<file path="src/rtl/sbw_pkg.sv">
package sbw_pkg;
  localparam int AW        = 8;
  localparam int DW        = 32;
  localparam int BUF_BYTES = 32;
  localparam int BUF_WORDS = BUF_BYTES / 4;
  localparam int WIDX_W    = $clog2(BUF_WORDS);
  localparam int LEN_W     = 8;
  localparam int NSTS      = 5;
  localparam int NEGO_W    = 14;

  localparam logic [AW-1:0] A_CTRL   = 8'h00;
  localparam logic [AW-1:0] A_TIMING = 8'h04;
  localparam logic [AW-1:0] A_CMD    = 8'h08;
  localparam logic [AW-1:0] A_LEN    = 8'h0C;
  localparam logic [AW-1:0] A_EXPFCS = 8'h10;
  localparam logic [AW-1:0] A_CAPFCS = 8'h14;
  localparam logic [AW-1:0] A_INTCTL = 8'h18;
  localparam logic [AW-1:0] A_INTSTS = 8'h1C;

  localparam logic [DW-1:0] CTRL_MASK   = 32'h000F_3FF1;
  localparam logic [DW-1:0] CTRL_RST    = 32'h0008_0000;
  localparam logic [DW-1:0] TIMING_MASK = 32'h0000_FFFF;
  localparam logic [DW-1:0] TIMING_RST  = 32'h0000_0101;
  localparam logic [DW-1:0] LEN_MASK    = 32'h80FF_FFFF;
  localparam logic [DW-1:0] EXP_MASK    = 32'h00FF_FFFF;
  localparam logic [DW-1:0] INTCTL_MASK = 32'hC000_001F;

  function automatic logic [LEN_W-1:0] clamp_len(input logic [LEN_W-1:0] v);
    return (v > LEN_W'(BUF_BYTES)) ? LEN_W'(BUF_BYTES) : v;
  endfunction
endpackage

</file>
<file path="src/rtl/sbw_word_buf.sv">
module sbw_word_buf #(
  parameter int WORDS = 8,
  parameter int IW    = $clog2(WORDS)
) (
  input  logic                clk,
  input  logic                rst_n,
  input  logic                wr_en,
  input  logic [IW-1:0]       wr_idx,
  input  logic [31:0]         wr_data,
  input  logic                ld_en,
  input  logic [WORDS*32-1:0] ld_data,
  output logic [WORDS*32-1:0] flat
);
  for (genvar w = 0; w < WORDS; w++) begin : g_word
    logic [31:0] word_q;
    always_ff @(posedge clk or negedge rst_n) begin
      if (!rst_n)                                  word_q <= '0;
      else if (ld_en)                              word_q <= ld_data[w*32 +: 32];
      else if (wr_en && (wr_idx == IW'(w)))        word_q <= wr_data;
    end
    assign flat[w*32 +: 32] = word_q;
  end
endmodule

</file>
<file path="src/rtl/sbw_launch_ctl.sv">
module sbw_launch_ctl (
  input  logic clk,
  input  logic rst_n,
  input  logic fire_req,
  input  logic fire_clr,
  input  logic start_ready,
  input  logic done,
  output logic start_valid,
  output logic busy,
  output logic fire_bit,
  output logic done_ok
);
  logic pend_q, busy_q, fire_q;

  assign done_ok     = done && busy_q && !pend_q;
  assign start_valid = pend_q;
  assign busy        = busy_q;
  assign fire_bit    = fire_q;

  always_ff @(posedge clk or negedge rst_n) begin
    if (!rst_n) begin
      pend_q <= 1'b0;
      busy_q <= 1'b0;
      fire_q <= 1'b0;
    end else begin
      if (fire_req && !busy_q) begin
        pend_q <= 1'b1;
        busy_q <= 1'b1;
        fire_q <= 1'b1;
      end else begin
        if (pend_q && start_ready) pend_q <= 1'b0;
        if (done_ok)               busy_q <= 1'b0;
      end
      if (fire_clr) fire_q <= 1'b0;
    end
  end
endmodule

</file>
<file path="src/rtl/sbw_irq_unit.sv">
module sbw_irq_unit #(
  parameter int N  = 5,
  parameter int RW = 14
) (
  input  logic          clk,
  input  logic          rst_n,
  input  logic          set_en,
  input  logic [N-1:0]  set_vec,
  input  logic [RW-1:0] res_in,
  input  logic          clr_en,
  input  logic [N-1:0]  clr_vec,
  input  logic [N-1:0]  enable,
  output logic [N-1:0]  sts,
  output logic [RW-1:0] res,
  output logic          irq
);
  logic [N-1:0] clr_m, set_m;
  assign clr_m = clr_en ? clr_vec : '0;
  assign set_m = set_en ? set_vec : '0;

  always_ff @(posedge clk or negedge rst_n) begin
    if (!rst_n) begin
      sts <= '0;
      res <= '0;
    end else begin
      sts <= (sts & ~clr_m) | set_m;
      if (set_en) res <= res_in;
    end
  end

  assign irq = |(sts & enable);
endmodule

</file>
<file path="src/rtl/sbw_host_regs.sv">
module sbw_host_regs
  import sbw_pkg::*;
(
  input  logic                 clk,
  input  logic                 rst_n,
  input  logic [AW-1:0]        reg_addr,
  input  logic                 reg_wen,
  input  logic [DW-1:0]        reg_wdata,
  output logic [DW-1:0]        reg_rdata,
  output logic [DW-1:0]        cfg_ctrl,
  output logic [15:0]          cfg_timing,
  output logic [1:0]           cfg_nego_mode,
  output logic [23:0]          cfg_exp_fcs,
  output logic [LEN_W-1:0]     eng_target,
  output logic [LEN_W-1:0]     eng_wr_len,
  output logic [LEN_W-1:0]     eng_rd_len,
  output logic                 eng_auto_fcs,
  output logic [BUF_BYTES*8-1:0] eng_tx_data,
  output logic                 eng_start_valid,
  input  logic                 eng_start_ready,
  input  logic                 eng_done,
  input  logic [NSTS-2:0]      eng_flags,
  input  logic [NEGO_W-1:0]    eng_nego_result,
  input  logic [7:0]           eng_cap_wfcs,
  input  logic [7:0]           eng_cap_rfcs,
  input  logic [BUF_BYTES*8-1:0] eng_rx_data,
  input  logic [3:0]           eng_state,
  input  logic                 eng_pin_mon,
  output logic                 irq
);
  logic [DW-1:0] ctrl_q, timing_q, len_q, exp_q, intctl_q;
  logic [7:0]    cap_w_q, cap_r_q;
  logic          busy, fire_bit, done_ok;
  logic [NSTS-1:0]   st_bits;
  logic [NEGO_W-1:0] nego_q;

  // write decode
  logic wr_cmd, wr_sts;
  assign wr_cmd = reg_wen && (reg_addr == A_CMD);
  assign wr_sts = reg_wen && (reg_addr == A_INTSTS);

  // buffer decode: tx banks at 0x20/0x40, rx banks at 0x30/0x50
  logic          tx_hit, rx_hit;
  logic [WIDX_W-1:0] buf_idx;
  assign tx_hit  = (reg_addr[1:0] == 2'b00) && !reg_addr[7] &&
                   ((reg_addr[6:4] == 3'b010) || (reg_addr[6:4] == 3'b100));
  assign rx_hit  = (reg_addr[1:0] == 2'b00) && !reg_addr[7] &&
                   ((reg_addr[6:4] == 3'b011) || (reg_addr[6:4] == 3'b101));
  assign buf_idx = {reg_addr[6], reg_addr[3:2]};

  always_ff @(posedge clk or negedge rst_n) begin
    if (!rst_n) begin
      ctrl_q   <= CTRL_RST;
      timing_q <= TIMING_RST;
      len_q    <= '0;
      exp_q    <= '0;
      intctl_q <= '0;
    end else if (reg_wen) begin
      unique case (reg_addr)
        A_CTRL:   ctrl_q   <= reg_wdata & CTRL_MASK;
        A_TIMING: timing_q <= reg_wdata & TIMING_MASK;
        A_LEN:    len_q    <= {reg_wdata[31], 7'd0,
                               clamp_len(reg_wdata[23:16]),
                               clamp_len(reg_wdata[15:8]),
                               reg_wdata[7:0]};
        A_EXPFCS: exp_q    <= reg_wdata & EXP_MASK;
        A_INTCTL: intctl_q <= reg_wdata & INTCTL_MASK;
        default: ;
      endcase
    end
  end

  always_ff @(posedge clk or negedge rst_n) begin
    if (!rst_n) begin
      cap_w_q <= '0;
      cap_r_q <= '0;
    end else if (done_ok) begin
      cap_w_q <= eng_cap_wfcs;
      cap_r_q <= eng_cap_rfcs;
    end
  end

  sbw_launch_ctl u_launch (
    .clk        (clk),
    .rst_n      (rst_n),
    .fire_req   (wr_cmd && reg_wdata[0]),
    .fire_clr   (wr_cmd && !reg_wdata[0]),
    .start_ready(eng_start_ready),
    .done       (eng_done),
    .start_valid(eng_start_valid),
    .busy       (busy),
    .fire_bit   (fire_bit),
    .done_ok    (done_ok)
  );

  sbw_irq_unit #(.N(NSTS), .RW(NEGO_W)) u_irq (
    .clk    (clk),
    .rst_n  (rst_n),
    .set_en (done_ok),
    .set_vec({eng_flags, 1'b1}),
    .res_in (eng_nego_result),
    .clr_en (wr_sts),
    .clr_vec(reg_wdata[NSTS-1:0]),
    .enable (intctl_q[NSTS-1:0]),
    .sts    (st_bits),
    .res    (nego_q),
    .irq    (irq)
  );

  logic [BUF_BYTES*8-1:0] tx_flat, rx_flat;

  sbw_word_buf #(.WORDS(BUF_WORDS)) u_txbuf (
    .clk    (clk),
    .rst_n  (rst_n),
    .wr_en  (reg_wen && tx_hit),
    .wr_idx (buf_idx),
    .wr_data(reg_wdata),
    .ld_en  (1'b0),
    .ld_data('0),
    .flat   (tx_flat)
  );

  sbw_word_buf #(.WORDS(BUF_WORDS)) u_rxbuf (
    .clk    (clk),
    .rst_n  (rst_n),
    .wr_en  (1'b0),
    .wr_idx (buf_idx),
    .wr_data(reg_wdata),
    .ld_en  (done_ok),
    .ld_data(eng_rx_data),
    .flat   (rx_flat)
  );

  always_comb begin
    reg_rdata = '0;
    if (tx_hit)      reg_rdata = tx_flat[buf_idx*32 +: 32];
    else if (rx_hit) reg_rdata = rx_flat[buf_idx*32 +: 32];
    else begin
      case (reg_addr)
        A_CTRL:   reg_rdata = ctrl_q;
        A_TIMING: reg_rdata = timing_q;
        A_CMD:    reg_rdata = {eng_pin_mon, 3'b000, eng_state, 23'd0, fire_bit};
        A_LEN:    reg_rdata = len_q;
        A_EXPFCS: reg_rdata = exp_q;
        A_CAPFCS: reg_rdata = {8'd0, cap_r_q, 8'd0, cap_w_q};
        A_INTCTL: reg_rdata = intctl_q;
        A_INTSTS: reg_rdata = {2'b00, nego_q, 11'd0, st_bits};
        default:  reg_rdata = '0;
      endcase
    end
  end

  assign cfg_ctrl      = ctrl_q;
  assign cfg_timing    = timing_q[15:0];
  assign cfg_nego_mode = intctl_q[31:30];
  assign cfg_exp_fcs   = exp_q[23:0];
  assign eng_target    = len_q[7:0];
  assign eng_wr_len    = len_q[15:8];
  assign eng_rd_len    = len_q[23:16];
  assign eng_auto_fcs  = len_q[31];
  assign eng_tx_data   = tx_flat;
endmodule

</file>
<file path="config.mk">
export PLATFORM = sky130hd
export DESIGN_NAME = sbw_host_regs
export DESIGN_NICKNAME = d
export VERILOG_FILES = /design/src/rtl/sbw_pkg.sv /design/src/rtl/sbw_word_buf.sv /design/src/rtl/sbw_launch_ctl.sv /design/src/rtl/sbw_irq_unit.sv /design/src/rtl/sbw_host_regs.sv
export SDC_FILE = /design/constraint.sdc
export NUM_CORES = 1
export LEC_CHECK = 0
export BUFFER_PORTS_ARGS = -buffer_cell sky130_fd_sc_hd__buf_4
export CORE_MARGIN = 10
export CORE_UTILIZATION = 25
export DETAILED_ROUTE_END_ITERATION = 12
export PLACE_DENSITY_LB_ADDON = 0.08
export SLEW_MARGIN = 15
export SYNTH_ARGS = -nofsm -noshare
export SYNTH_HDL_FRONTEND = slang
export SYNTH_SLANG_ARGS = --single-unit
</file>
<file path="constraint.sdc">
create_clock -name clk -period 2.2 [get_ports clk]
set_input_delay 0.22 -clock clk [delete_from_list [all_inputs] [get_ports clk]]
set_output_delay 0.22 -clock clk [all_outputs]
set_load 0.01 [all_outputs]
</file>
==> results of run 1 <==
==> routing by layer <==
metal	wire, um	share of wire, %
met3	8770	5.9
met1	64700	44
met2	70500	47
met4	4540	3.1
met5	57	0.038
==> worst max path at each step <==
stage,endpoint,slack [ns]
after floorplan,reg_rdata[12],0.18
after global placement,reg_rdata[13],-0.70
after detailed placement,reg_rdata[13],-0.67
after CTS,reg_rdata[7],-0.54
after global routing,reg_rdata[7],-0.56
final,reg_rdata[7],-0.50
==> per-stage QoR <==
step           hold WS (ns)  instance area [um^2]
5_1_grt               0.228                 46100
2_1_floorplan       -0.0756                 29600
4_1_cts               0.184                 45900
3_3_place_gp          0.108                 38600
3_5_place_dp          0.108                 38600
6_report              0.229                 46100
==> state kept, by name, indices dropped and copies added, names as in the netlist, 8 cells and up <==
register,flops
cap_r_q,8
cap_w_q,8
cfg_ctrl,15
exp_q,24
len_q,25
timing_q,16
u_irq.res,14
u_rxbuf.g_word.word_q,256
u_txbuf.g_word.word_q,256
==> final cells by class <==
type                       instances  area [um^2]  area share, %
clock inverter                    24          273          0.591
sequential                       637        15900           34.6
inverter                           5         20.0         0.0434
clock buffer                     121         2360           5.11
multi-input combinational       1781        13600           29.5
tap                             1536         1920           4.17
timing repair buffer            1385        12000           26.0
antenna                            5         12.5         0.0271
==> report_power, final <==
| part | switching, mW | internal [mW] | total, mW | leakage, nW |
|---|---|---|---|---|
| clock | 5.45 | 7.88 | 13.3 | 1.29 |
| sequential | 1.20 | 13.5 | 14.7 | 8.59 |
| combinational | 3.41 | 3.69 | 7.10 | 13.4 |
| total | 10.1 | 25.1 | 35.2 | 23.3 |
==> kinds of logic after synthesis <==
family,after synthesis,share of synthesized area [%]
AOI/OAI and AO/OA,195,4.66
xor gates and xnor gates,1,0.0296
buffers and inverters,222,3.40
DFF,637,53.9
muxes,546,24.5
other,1,0.0127
and+or+nand+nor,1022,13.6
==> cells in the final DEF, fill, tap and decap left out, types with 6 or more instances in the layout <==
master / instances
dfrtp_1: 630
mux2_4: 6
a21oi_2: 14
buf_4: 968
a32oi_1: 7
dlygate4sd3_1: 332
clkbuf_8: 19
o22ai_1: 8
and2_1: 6
mux2_1: 8
mux2i_1: 64
clkbuf_1: 22
a31oi_1: 8
a22o_1: 16
a211oi_1: 6
nor2_1: 16
nand2_1: 903
clkinv_2: 10
a221oi_1: 6
conb_1: 17
buf_12: 50
nor2_4: 8
o21ai_0: 15
nand3_1: 6
o211ai_1: 9
a22oi_1: 10
nor3_1: 10
mux2i_4: 11
nand3_2: 6
a21oi_1: 22
mux2_2: 350
buf_6: 31
mux4_2: 105
nor2b_1: 13
nand2_2: 14
nand4_1: 6
clkbuf_16: 81
inv_6: 6
==> worst min-delay path: cells and delay by family <==
kind / cells / cell delay [ns]
and+or+nand+nor: 4 / 0.31
buffers and inverters: 2 / 0.29
==> what timing repair did <==
action                                   CTS  global route
hold endpoints to repair                1009             0
pin swaps                                 42            17
endpoints found under the setup margin    32            32
hold buffers                             332             0
setup buffers                             80            16
gates resized for setup                  167            31
==> out/metrics.cfg, run 1 <==
[route]
vias_per_cell = 4.71
drt_iter0_drc = 1451
vias = 25900
post-route-drc-count = 0
avgRoutedWirePerCell_um = 27.0
wirelength_um = 149000
dr.pass1.iters = 8
ant_nets = 0

[logic_synthesis]
yosysMostFrequentCell = nand2_1
synth_edf_count = 0
synth_top_cell_by_area = dfrtp_1
ys_top_cells_by_count = nand2_1 (920), dfrtp_1 (634), mux2_2 (356), clkbuf_1 (118), mux4_2 (105)
avgSynthCellArea_um2 = 11.3
ys_warn_count = 0
ys.flop_type = dfrtp_1
synthTopCellsByArea = dfrtp_1 (54%), mux2_2 (14%), nand2_1 (12%)
synthDominantCellAreaShare_pct = 53.6
ys_seq_area_share_pct = 53.9
ys_types = 62
yosys_register_bits = 637
synthCells = 2624
synth_area_mm2 = 0.0296
async_flop_share_pct = 100

[floorplan]
io_pins = 729
die_w_um = 364
rows = 126
initial_core_util_pct = 25.1
die_area_mm2 = 0.132
core_area_mm2 = 0.118
die_h_um = 364

[timing]
setup_violations = 32
worst_slack_ns = -0.501
rsz0062_at_grt = true
tightest_slew_ns = 0.533
skew_ns = 0.0116
fin_crit_sh_pct = 123
min_period_ns = 2.70
maxSlewViolCount = 0
hold_viol = 0
fmax_mhz = 370
relSlewSlack_pct = 64.4
tns_ns = -8.21

[pwr]
p_total_mw = 35.2
p_per_area_mw_per_mm2 = 763
leakagePower_nw = 23.3
vdd_drop_max_v = 0.000486

[worst_hold_path]
hold_depth = 6
hp-start = eng_done
hold_end = u_irq.res[13]
hp-class = input pin to register

[worst_setup_path]
cpLargestDelayFamily = compound AO/OA/AOI/OAI gates
critPathKind = register to primary output
crit_cells = 6
max_stage_delay_ns = 0.52
rrSetupSlack_ns = 0.39
critical_path_buf_inv_count = 2
arrival_ns = 2.48
cp-start-kind = register
rr_startpoint = u_launch.busy
critPathMaxFanout = 2
cpMostUsedCell = buf_4
r2r_end = u_irq.sts[1]
cp-startpoint = u_rxbuf.g_word[1].word_q[7]
required_ns = 1.98
r2r_cells = 5
crit_chain = mux4_2 -> a32o_2 -> a221oi_2 -> buf_4 -> a21oi_2 -> buf_4
end_kind = primary output
crit_slowest_cell = mux4_2

[clock_network]
clockRootBuffer = clkbuf_16
clk_latency_ns = 0.65
cts_max_level = 3
clock_path_buffers = 3
cts_sinks = 637
cts_tree = yes
clkTransAtPathRegs_ns = 0.06
cts-buffers-inserted = 81

[grt]
busiest_layer = met2
grt_pass1_wl_um = 210000
gr-usage-met2_pct = 36.0
gr-usage-met3_pct = 4.29
grt-ovfl-total = 0
antenna_found_initial = 12
grtUsageTotal_pct = 21.8
use_met1_pct = 28.7
grt_max_degree = 102
grt_pass1_vias = 28000

[outcome]
violations = negative setup slack
status = finished with violations

[flow_run]
max_cap_violations = 0

[layout]
fin_cells = 5494
drive_gt1_share_pct = 44.7
n_fill_cell = 11600
area_growth_pct = 55.9
fin_util_pct = 39.2
final_nets = 4231

[placed_design]
port_buffers = 711
placedCellCount = 4926
place_congestion = 0.839
pre_cts_ws_ns = -0.669
dp_hpwl_um = 113000

No activity file was read; power rests on OpenSTA's default activity.
==> inputs of run 2 (changes only) <==
Settings changed: HOLD_SLACK_MARGIN set to 0.15, REMOVE_ABC_BUFFERS set to 1.
==> out/metrics.cfg, run 2 (synthesis results as in run 1) <==
[timing]
rsz0062_at_grt = true
setup_violations = 32
tightest_slew_ns = 1.01
maxSlewViolCount = 0
relSlewSlack_pct = 32.2
min_period_ns = 2.84
fmax_mhz = 352
worst_slack_ns = -0.638
hold_viol = 0
fin_crit_sh_pct = 129
skew_ns = 0.0191

[worst_setup_path]
r2r_end = u_irq.sts[3]
critical_path_buf_inv_count = 1
cpMostUsedCell = o211ai_1
rrSetupSlack_ns = 0.16
critPathMaxFanout = 2
arrival_ns = 2.62
crit_chain = mux2_4 -> nand2_4 -> a21oi_2 -> o211ai_1 -> o211ai_1 -> buf_4
critPathKind = register to primary output
cp-start-kind = register
required_ns = 1.98
end_kind = primary output
crit_slowest_cell = o211ai_1
max_stage_delay_ns = 0.65
rr_startpoint = u_launch.busy
cpLargestDelayFamily = compound AO/OA/AOI/OAI gates
r2r_cells = 6

[clock_network]
cts-buffers-inserted = 81
clockRootBuffer = clkbuf_16
clock_path_buffers = 3
cts_max_level = 3
cts_sinks = 637
clkTransAtPathRegs_ns = 0.06
clk_latency_ns = 0.65
cts_tree = yes

[pwr]
leakagePower_nw = 23.3
vdd_drop_max_v = 0.000574
p_per_area_mw_per_mm2 = 762
p_total_mw = 34.9

[route]
post-route-drc-count = 0
wirelength_um = 149000
dr.pass1.iters = 5
vias_per_cell = 4.69
vias = 25600
ant_nets = 0
drt_iter0_drc = 1376
avgRoutedWirePerCell_um = 27.2

[floorplan]
die_w_um = 364
rows = 126
initial_core_util_pct = 25.1
io_pins = 729
core_area_mm2 = 0.118
die_area_mm2 = 0.132
die_h_um = 364

[placed_design]
port_buffers = 711
dp_hpwl_um = 111000
place_congestion = 0.843

[layout]
multi_input_area_mm2 = 0.0134
reg_top3 = u_rxbuf.g_word.word_q x256, u_txbuf.g_word.word_q x256, len_q x25
area_growth_pct = 55.0
fin_util_pct = 38.9
final_cell_mix = buf_4 (948), nand2_1 (901), dfrtp_1 (628), mux2_2 (354), dlygate4sd3_1 (333)
ff_latch_area_mm2 = 0.0160
n_fill_cell = 11500
final_common_cell = buf_4
final_nets = 4207
drive_gt1_share_pct = 44.3

[grt]
grt_pass1_vias = 28100
grtUsageTotal_pct = 21.8
grt-ovfl-total = 0
grt_pass1_wl_um = 210000
busiest_layer = met2
grt_max_degree = 80
use_met1_pct = 28.0
gr-usage-met3_pct = 5.52
gr-usage-met2_pct = 35.7
antenna_found_initial = 14

[flow_run]
max_cap_violations = 0

[outcome]
status = finished with violations
violations = negative setup slack

[worst_hold_path]
hp-class = input pin to async pin

[run 2: cell types whose count changed in the layout (fill, tap and decap cells not counted), sizes merged, moves of 2 or more]
cell      change
clkinv        -3
inv           -3
diode         -2
buf          -26
clkinvlp      -2
clkbuf        +6
[run 2: per-stage QoR]
stage          setup slack (ns)  cells  area [um^2]  hold WS, ns  TNS (ns)
5_1_grt                  -0.674   5463        45900        0.262     -9.49
3_5_place_dp             -0.453   4908        38600       0.0885   -108.32
3_3_place_gp             -0.461   4908        38600       0.0857   -108.70
6_report                 -0.638   5466        45900        0.266     -6.85
2_1_floorplan             -7.85   2423        28700      -0.0756  -2310.14
4_1_cts                  -0.651   5425        45400        0.228     -9.30
[run 2: worst max path at each step]
stage | startpoint | end | slack (ns) | cells past startpoint
after global routing | u_txbuf.g_word[5].word_q[31] | reg_rdata[31] | -0.67 | 6
after CTS | u_txbuf.g_word[5].word_q[31] | reg_rdata[31] | -0.65 | 6
after detailed placement | reg_addr[7] | reg_rdata[31] | -0.45 | 10
after floorplan | u_launch.start_valid | u_irq.sts[1] | -7.85 | 2
after global placement | reg_addr[7] | u_txbuf.g_word[1].word_q[27] | -0.46 | 10
final | u_txbuf.g_word[5].word_q[31] | reg_rdata[31] | -0.64 | 6
[run 2: worst register-to-register path, delay by kind of cell (launching register included)]
| kind | cells | cell delay [ns] |
|---|---|---|
| compound gates | 1 | 0.16 |
| simple gates | 2 | 0.29 |
| buf+inv | 3 | 1.12 |
| flops | 1 | 0.39 |
[run 2: layout make-up]
type | count | area share, %
Antenna cell | 3 | 0.0164
Clock buffer | 127 | 5.44
Clock inverter | 16 | 0.415
Timing Repair Buffer | 1361 | 26.0
Inverter | 5 | 0.0409
Multi-Input combinational cell | 1781 | 29.1
Sequential cell | 637 | 34.8
Tap cell | 1536 | 4.19
[run 2: power by group]
part / internal (mW) / leakage, nW / total (mW) / switching, mW
Combinational: 3.52 / 13.3 / 6.68 / 3.16
Clock: 8.21 / 1.32 / 13.6 / 5.36
Sequential: 13.5 / 8.59 / 14.7 / 1.14
Total: 25.3 / 23.3 / 34.9 / 9.66
[run 2: timing repair]
action,in CTS,in global routing
hold endpoints to repair,1268,0
hold buffers,333,0
buffers inserted,47,38
pin swaps,46,32
setup endpoints to repair,32,35
resized for setup,109,44
gates cloned,1,1
[run 2: per-layer routing]
layer,vias up,part of all wire (%)
met5,-,0.071
met4,16,3.2
met3,190,6.6
met2,819,47
met1,13100,43
li1,11500,-
